<file path="src/rtl/aligner_pkg.sv">
package aligner_pkg;
  // How the word boundary is found on the sampled clock lane
  typedef enum logic {
    ALIGN_PATTERN = 1'b0,  // full high/low shape of the frame clock
    ALIGN_RISE    = 1'b1   // low-to-high transition only, with a guard
  } align_mode_e;
endpackage

</file>
<file path="src/rtl/lane_shifter.sv">
module lane_shifter
  import aligner_pkg::*;
#(
  parameter int LANES   = 4,
  parameter int WORD    = 7,
  parameter int MAX_OFF = 6,
  localparam int OFF_W  = $clog2(MAX_OFF + 1),
  localparam int DEPTH  = WORD + MAX_OFF
) (
  input  logic                  clk,
  input  logic                  rst_n,
  input  logic                  shift_en,
  input  logic [LANES-1:0]      lanes_in,
  input  logic [OFF_W-1:0]      offset,
  output logic [LANES*WORD-1:0] word_o
);
  localparam int NCAND = 2 ** OFF_W;

  for (genvar g = 0; g < LANES; g++) begin : g_lane
    logic [DEPTH-1:0] sr_q;
    logic [DEPTH-1:0] sr_nxt;
    logic [WORD-1:0]  cand [NCAND];

    // newest sample enters at bit 0, older samples move up
    assign sr_nxt = {sr_q[DEPTH-2:0], lanes_in[g]};

    always_ff @(posedge clk) begin
      if (!rst_n)        sr_q <= '0;
      else if (shift_en) sr_q <= sr_nxt;
    end

    // one candidate window per offset value; unused codes alias offset 0
    for (genvar k = 0; k < NCAND; k++) begin : g_cand
      if (k <= MAX_OFF) begin : g_real
        assign cand[k] = sr_nxt[k+WORD-1:k];
      end else begin : g_alias
        assign cand[k] = sr_nxt[WORD-1:0];
      end
    end

    assign word_o[g*WORD +: WORD] = cand[offset];
  end
endmodule

</file>
<file path="src/rtl/boundary_detect.sv">
module boundary_detect
  import aligner_pkg::*;
#(
  parameter int WORD    = 7,
  localparam int GRD_W  = $clog2(WORD),
  localparam int HI     = (WORD + 1) / 2
) (
  input  logic        clk,
  input  logic        rst_n,
  input  logic        shift_en,
  input  logic        fclk_in,
  input  align_mode_e mode,
  output logic        hit
);
  localparam logic [WORD-1:0] PATTERN = WORD'(((1 << HI) - 1) << (WORD - HI));
  localparam logic [GRD_W-1:0] GRD_OPEN = GRD_W'(WORD - 1);

  logic [WORD-1:0]  ck_q;
  logic [WORD:0]    ck_nxt;
  logic [GRD_W-1:0] guard_q;
  logic             pat_hit, rise_hit;

  assign ck_nxt   = {ck_q, fclk_in};
  assign pat_hit  = (ck_nxt[WORD-1:0] == PATTERN);
  // window starts with a 1 that directly follows a 0, and the guard is open
  assign rise_hit = (ck_nxt[WORD:WORD-1] == 2'b01) && (guard_q == GRD_OPEN);
  assign hit      = shift_en && ((mode == ALIGN_RISE) ? rise_hit : pat_hit);

  always_ff @(posedge clk) begin
    if (!rst_n) begin
      ck_q    <= '0;
      guard_q <= GRD_OPEN;
    end else if (shift_en) begin
      ck_q <= ck_nxt[WORD-1:0];
      if (hit)                      guard_q <= '0;
      else if (guard_q != GRD_OPEN) guard_q <= guard_q + 1'b1;
    end
  end
endmodule

</file>
<file path="src/rtl/offset_search.sv">
module offset_search #(
  parameter int MAX_OFF    = 6,
  parameter int MISS_LIMIT = 8,
  localparam int OFF_W     = $clog2(MAX_OFF + 1),
  localparam int MISS_W    = $clog2(MISS_LIMIT + 1)
) (
  input  logic             clk,
  input  logic             rst_n,
  input  logic             word_valid,
  input  logic             data_ok,
  output logic [OFF_W-1:0] offset,
  output logic             locked
);
  localparam logic [OFF_W-1:0]  OFF_TOP  = OFF_W'(MAX_OFF);
  localparam logic [MISS_W-1:0] MISS_TOP = MISS_W'(MISS_LIMIT - 1);

  logic [MISS_W-1:0] miss_q;

  always_ff @(posedge clk) begin
    if (!rst_n) begin
      offset <= '0;
      locked <= 1'b0;
      miss_q <= '0;
    end else if (word_valid) begin
      if (data_ok) begin
        locked <= 1'b1;
        miss_q <= '0;
      end else begin
        locked <= 1'b0;
        if (miss_q == MISS_TOP) begin
          miss_q <= '0;
          offset <= (offset == OFF_TOP) ? '0 : offset + 1'b1;
        end else begin
          miss_q <= miss_q + 1'b1;
        end
      end
    end
  end
endmodule

</file>
<file path="src/rtl/word_aligner.sv">
module word_aligner
  import aligner_pkg::*;
#(
  parameter int LANES      = 4,
  parameter int WORD       = 7,
  parameter int MAX_OFF    = 6,
  parameter int MISS_LIMIT = 8,
  localparam int OFF_W     = $clog2(MAX_OFF + 1),
  localparam int OUT_W     = LANES * WORD
) (
  input  logic             clk,
  input  logic             rst_n,
  input  logic             in_valid,
  input  logic [LANES-1:0] in_lanes,
  input  logic             in_fclk,
  input  logic             edge_mode,
  input  logic             data_ok,
  output logic             out_valid,
  output logic [OUT_W-1:0] out_word,
  output logic [OFF_W-1:0] offset,
  output logic             locked
);
  logic             boundary;
  logic [OUT_W-1:0] word_now;

  lane_shifter #(
    .LANES(LANES), .WORD(WORD), .MAX_OFF(MAX_OFF)
  ) u_shift (
    .clk(clk), .rst_n(rst_n), .shift_en(in_valid),
    .lanes_in(in_lanes), .offset(offset), .word_o(word_now)
  );

  boundary_detect #(
    .WORD(WORD)
  ) u_bound (
    .clk(clk), .rst_n(rst_n), .shift_en(in_valid),
    .fclk_in(in_fclk), .mode(align_mode_e'(edge_mode)), .hit(boundary)
  );

  offset_search #(
    .MAX_OFF(MAX_OFF), .MISS_LIMIT(MISS_LIMIT)
  ) u_search (
    .clk(clk), .rst_n(rst_n), .word_valid(out_valid),
    .data_ok(data_ok), .offset(offset), .locked(locked)
  );

  always_ff @(posedge clk) begin
    if (!rst_n) begin
      out_valid <= 1'b0;
      out_word  <= '0;
    end else begin
      out_valid <= boundary;
      if (boundary) out_word <= word_now;
    end
  end
endmodule

</file>
<file path="config.mk">
export PLATFORM = sky130hd
export DESIGN_NAME = word_aligner
export DESIGN_NICKNAME = d
export VERILOG_FILES = /design/src/rtl/aligner_pkg.sv /design/src/rtl/lane_shifter.sv /design/src/rtl/boundary_detect.sv /design/src/rtl/offset_search.sv /design/src/rtl/word_aligner.sv
export SDC_FILE = /design/constraint.sdc
export NUM_CORES = 1
export LEC_CHECK = 0
export ABC_AREA = 1
export ABC_CLOCK_PERIOD_IN_PS = 1480
export BUFFER_PORTS_ARGS = -buffer_cell sky130_fd_sc_hd__buf_2
export CORE_MARGIN = 2
export CORE_UTILIZATION = 35
export CTS_CLUSTER_SIZE = 30
export DETAILED_ROUTE_END_ITERATION = 10
export SYNTH_ARGS = -nofsm -noshare
export SYNTH_HDL_FRONTEND = slang
export SYNTH_HIERARCHICAL = 1
export SYNTH_SLANG_ARGS = --single-unit
</file>
<file path="constraint.sdc">
create_clock -name clk -period 1.48 [get_ports clk]
set_clock_uncertainty 0.05 [all_clocks]
set_input_delay 0.444 -clock clk [delete_from_list [all_inputs] [get_ports clk]]
set_output_delay 0.444 -clock clk [all_outputs]
set_load 0.03 [all_outputs]
</file>
Word-level counts from Yosys, hierarchy flattened
Index checks and enable logic that the tools add are counted.
Storage, ports and cells
  register bits: 95
  output and inout port bits: 33
  word-level logic and storage cells: 47
Operators by class
  add/sub/neg operators: 3
  magnitude comparators: 1
  eq/ne operators: 6
  mux-type cells: 19
  bitwise logic cells: 2
  reductions and logical operators: 5
Operator list (number)
  binary-select mux 7 bit (select 3 bit): 4
  two-way mux 7 bit: 8
  two-way mux 3 bit: 3
  two-way mux 4 bit: 2
  equality test 7 bit, second input constant: 1
  adder 3 x 1 -> 3 bit, second input constant: 2
  equality test 3 bit, second input constant: 2
  adder 4 x 1 -> 4 bit, second input constant: 1
  equality test 4 x 3 -> 1 bit, second input constant: 1
  greater-or-equal comparator 4 bit, second input constant: 1
  NOT 3 -> 4 bit: 1
  != test 3 bit, second input constant: 1
  AND reduction 3 bit: 1
  equality test 2 x 1 -> 1 bit, second input constant: 1
  logical AND 1 bit: 2
  two-way mux 1 bit: 2
  AND reduction 2 bit: 1
  nonzero test 2 bit: 1
  NOT 1 bit: 1

Depth between registers and ports, before layout
  depth after elaboration: 6
  gate-level depth with buffers: 12
  depth with buffers taken out: 11

Modules after synthesis
Netlist, hierarchy kept.
Modules (own cells, without submodules)
  lane_shifter: instances 1, cells an instance 576, area an instance 3185.6 um^2, seq. area each 960.9 um^2
  word_aligner: instances 1, cells an instance 180, area an instance 1174.9 um^2, seq. area each 580.6 um^2
  boundary_detect: instances 1, cells an instance 61, area an instance 474.2 um^2, seq. area each 200.2 um^2
  offset_search: instances 1, cells an instance 56, area an instance 390.4 um^2, seq. area each 160.2 um^2

Worst setup path after synthesis
OpenSTA, ideal clock, no wires.
  kind: flip-flop to flip-flop
  start: reg u_search.offset[1]
  end: reg out_word[10]
  setup time: 114 ps
  arrival: 1446 ps
  data required time: 1316 ps
  setup slack: -129 ps
  stages on the path, launching flop included: 10
  path through: dfxtp_1 -> buf_2 -> buf_2 -> nand3_1 -> nand3_1 -> nand2_1 -> inv_1 -> nand2_1 -> nand2_1 -> nor2_1
Between the ends
  word-level cells in the longest chain between the ends: 4
Ends and longest elaborated chain
  from (decl): line offset_search.sv:11  | output logic [OFF_W-1:0] offset,
  from (signal assigned): line offset_search.sv:32  | offset <= (offset == OFF_TOP) ? '0 : offset + 1'b1;
  NOT 3 -> 4 bit (implied by the code): line lane_shifter.sv:41  | assign word_o[g*WORD +: WORD] = cand[offset];
  binary-select mux 7 bit (select 3 bit): line lane_shifter.sv:41
  two-way mux 7 bit (implied by the code) (2 in series): line lane_shifter.sv:41
  via word_now[10]: line word_aligner.sv:24  | logic [OUT_W-1:0] word_now;
  to (signal assigned): line word_aligner.sv:53  | if (boundary) out_word <= word_now;
  to (decl): line word_aligner.sv:19  | output logic [OUT_W-1:0] out_word,
The timed path passes the listed nets, and every way through them passes these cells. The select of a mux whose other input is x is not followed.
A chain may end at the register's enable or synchronous reset.

Worst setup path after layout
  start: reg u_search.offset[0]
  end: out offset[0]
RTL lines
  to (decl): line word_aligner.sv:20  | output logic [OFF_W-1:0] offset,
No word-level cell between the ends.

==> qor.yml <==
status:
  status: "finished, violations left"
  violations: "setup timing"
detailed_routing:
  drt-wirelength-per-cell_um: 12.98
  routed-via-count: 5354
  wirelength_um: 14330
  drt_pass1_iterations: 5
  drt-initial-drc-count: 454
  drc: 0
  via_per_inst: 4.850
  ant_nets: 0
sta:
  worstMarginPinSlew_ns: 0.3250
  fin_crit_sh_pct: 103.4
  finalMaxSlewViolations: 0
  timing.final.ws_setup_ns: -0.05032
  fmax_mhz: 653.5
  tns_ns: -0.3583
  relSlewSlack_pct: 78.34
  rsz0062_at_grt: "true"
  setup_viol: 20
  hold_viol_final: 0
  hold_slack_ns: 0.2862
  period_needed_ns: 1.530
place:
  postPlaceCellArea_um2: 5707
  hpwl_um: 8578
  port_buffers: 42
  place_congestion: 0.8525
power_and_ir_drop:
  p_switching_mw: 1.673
  switching_share_pct: 27.12
  p_clk_share_pct: 38.4
  total_leakage_power_nw: 3.233
  p_per_area_nw_per_um2: 929.6
  combPwrFrac_pct: 15.5
  internal-power_mw: 4.496
  peakVddDrop_mv: 0.5476
  p_seq_share_pct: 46.1
logic_synthesis:
  ys_ff_latch: 95
  yosysTopAreaCellShare_pct: 36.40
  syn-num-nets: 886
  synth_top_cell_by_area: "dfxtp_1"
  netlist_top_cells_count: "nand2_1 (321), nor2_1 (164), nand3_1 (107)"
  ys_seq_area_share_pct: 36.40
  yosysMostFrequentCell: "nand2_1"
  ys_async_sr_fraction_pct: 0
  synthFlopType: "dfxtp_1"
  syn_avg_cell_area_um2: 5.985
  synth_area_um2: 5225
  synth_edf_count: 0
  yosys_warnings: 6
  synthTopCellsByArea: "dfxtp_1 (36%), nand2_1 (23%), nor2_1 (12%), nand3_1 (10%), o21ai_0 (5.3%)"
  syn_inst: 873
  ys_types: 26
worst_setup_path:
  slowest_stage: "dfxtp_4"
  crit_required_ns: 0.99
  critPathMaxFanout: 4
  critPathLaunchType: "flip-flop"
  path_class: "reg2out"
  cp_slowest_stage_delay_ns: 0.43
  cp-end-kind: "output port"
  arrival_ns: 1.04
  path_cells: "buf_12 -> buf_8"
worst_hold_path:
  hp-class: "in2reg"
cells_and_area:
  drive_gt1_share_pct: 18.37
  n_antenna_cell: 0
  area_growth_pct: 27.01
  design_area_um2: 6636
  nFillCells: 1516
  utilization_pct: 45.66
  nNetsFinal: 929
clock_network:
  htree_levels: 3
  cts_sinks: 95
  clockBufferDepth: 2
  ctsHoldBuffers: 0
  cts_buffers: 9
  cts_tree: "done"
  cts-root-buf: "clkbuf_16"
  clkTransAtPathRegs_ns: 0.07
  clock_latency_ns: 0.35
grt:
  antenna_found_initial: 0
  overflow: 0
  grt_pass1_wl_um: 23520
  grt_max_degree: 53
  grt_pass1_vias: 4854
  track_usage_pct: 17.79
floorplanning:
  dieArea_um2: 15920
  dieWidth_um: 126.2
  core_area_um2: 14530
  initial_core_util_pct: 35.95
  core.rowCount: 44
  die_h_um: 126.2
  pin_count: 43
run:
  drv_cap: 0
## registers in the layout, summed over array words and instances (netlist names)
register	cells
out_word	28
u_search/miss_q	4
u_search/locked	1
out_valid	1
u_bound/ck_q	7
u_bound/guard_q	3
u_search/offset	3
u_shift/g_lane.sr_q	48
## metal layers
metal / track usage (%) / vias up / share of wire (%)
met5: 0 / - / 0
met2: 27.83 / 113 / 45
met3: 2.676 / 14 / 3.5
met4: 7.046 / 0 / 1.5
li1: - / 2815 / -
met1: 24.67 / 2412 / 50
## cells by family (layout without fill, tap and decap cells)
| kind of cell | count (synthesis) | count (layout) | share of synthesized area, % |
|---|---|---|---|
| AND/OR/NAND/NOR | 600 | 600 | 46.41 |
| buffers and inverters | 101 | 148 | 9.147 |
| flip-flops | 95 | 95 | 36.40 |
| adder cells (fa/ha/maj) | 3 | 3 | 0.7185 |
| AO/OA/AOI/OAI | 73 | 73 | 7.160 |
| XOR/XNOR | 1 | 1 | 0.1677 |
## final cells by class
cell class | instances | area [µm²] | share of cell area [%]
clock buffer | 12 | 256.5 | 3.865
clock inverter | 3 | 42.54 | 0.6410
inverter | 50 | 205.2 | 3.092
multi-input combinational | 677 | 3053 | 46.00
sequential | 95 | 1916 | 28.87
tap | 184 | 230.2 | 3.469
timing repair buffer | 83 | 933.4 | 14.06
## what timing repair did
item | in CTS | in global routing
hold endpoints to repair | 0 | 0
setup buffers | 7 | 5
endpoints found under the setup margin | 30 | 35
gates resized for setup | 25 | 78
cloned | 6 | 4
pin swaps | 9 | 45
## critical path, delay by kind of cell (launching register included)
| kind | cells | cell delay [ns] |
|---|---|---|
| flip-flops | 1 | 0.43 |
| buffers and inverters | 2 | 0.25 |
## worst paths after layout
kind | start | end | slack (ns) | cells after the start
max | u_search/offset[0] | offset[0] | -0.05 | 2
min | in_fclk | u_bound/ck_q[0] | 0.29 | 3
max reg2reg | u_bound/guard_q[1] | out_word[15] | -0.05 | 9
min reg2reg | out_word[10] | out_word[10] | 0.41 | 2
## stage by stage
stage	power (mW)	worst slack [ns]	cells
after floorplan	3.493	0.02376	873
after global placement	3.722	-0.05664	1070
after detailed placement	3.725	-0.06416	1070
after CTS	6.189	-0.03597	1098
after global routing	6.496	-0.1207	1104
final	6.169	-0.05032	1104
## cells in the final DEF (no fill, tap or decap), drive strengths merged
| cell type | count |
|---|---|
| bufbuf | 1 |
| inv | 49 |
| a21oi | 13 |
| o21ai | 58 |
| clkinv | 2 |
| buf | 75 |
| nand4 | 1 |
| bufinv | 1 |
| nor2 | 165 |
| nand3b | 1 |
| o21a | 1 |
| nand3 | 109 |
| dfxtp | 95 |
| ha | 3 |
| nand2 | 324 |
| xor2 | 1 |
| clkbuf | 19 |
| clkinvlp | 1 |
| a21boi | 1 |
## power groups by stage
stage | Clock, mW | Combinational [mW] | Sequential [mW]
final | 2.37 | 0.955 | 2.84
after global routing | 2.53 | 1.10 | 2.87
after CTS | 2.44 | 0.919 | 2.83
after detailed placement | 0 | 0.843 | 2.88
after global placement | 0 | 0.842 | 2.88
after floorplan | 0 | 0.580 | 2.91
No activity file was read; power rests on OpenSTA's default activity.
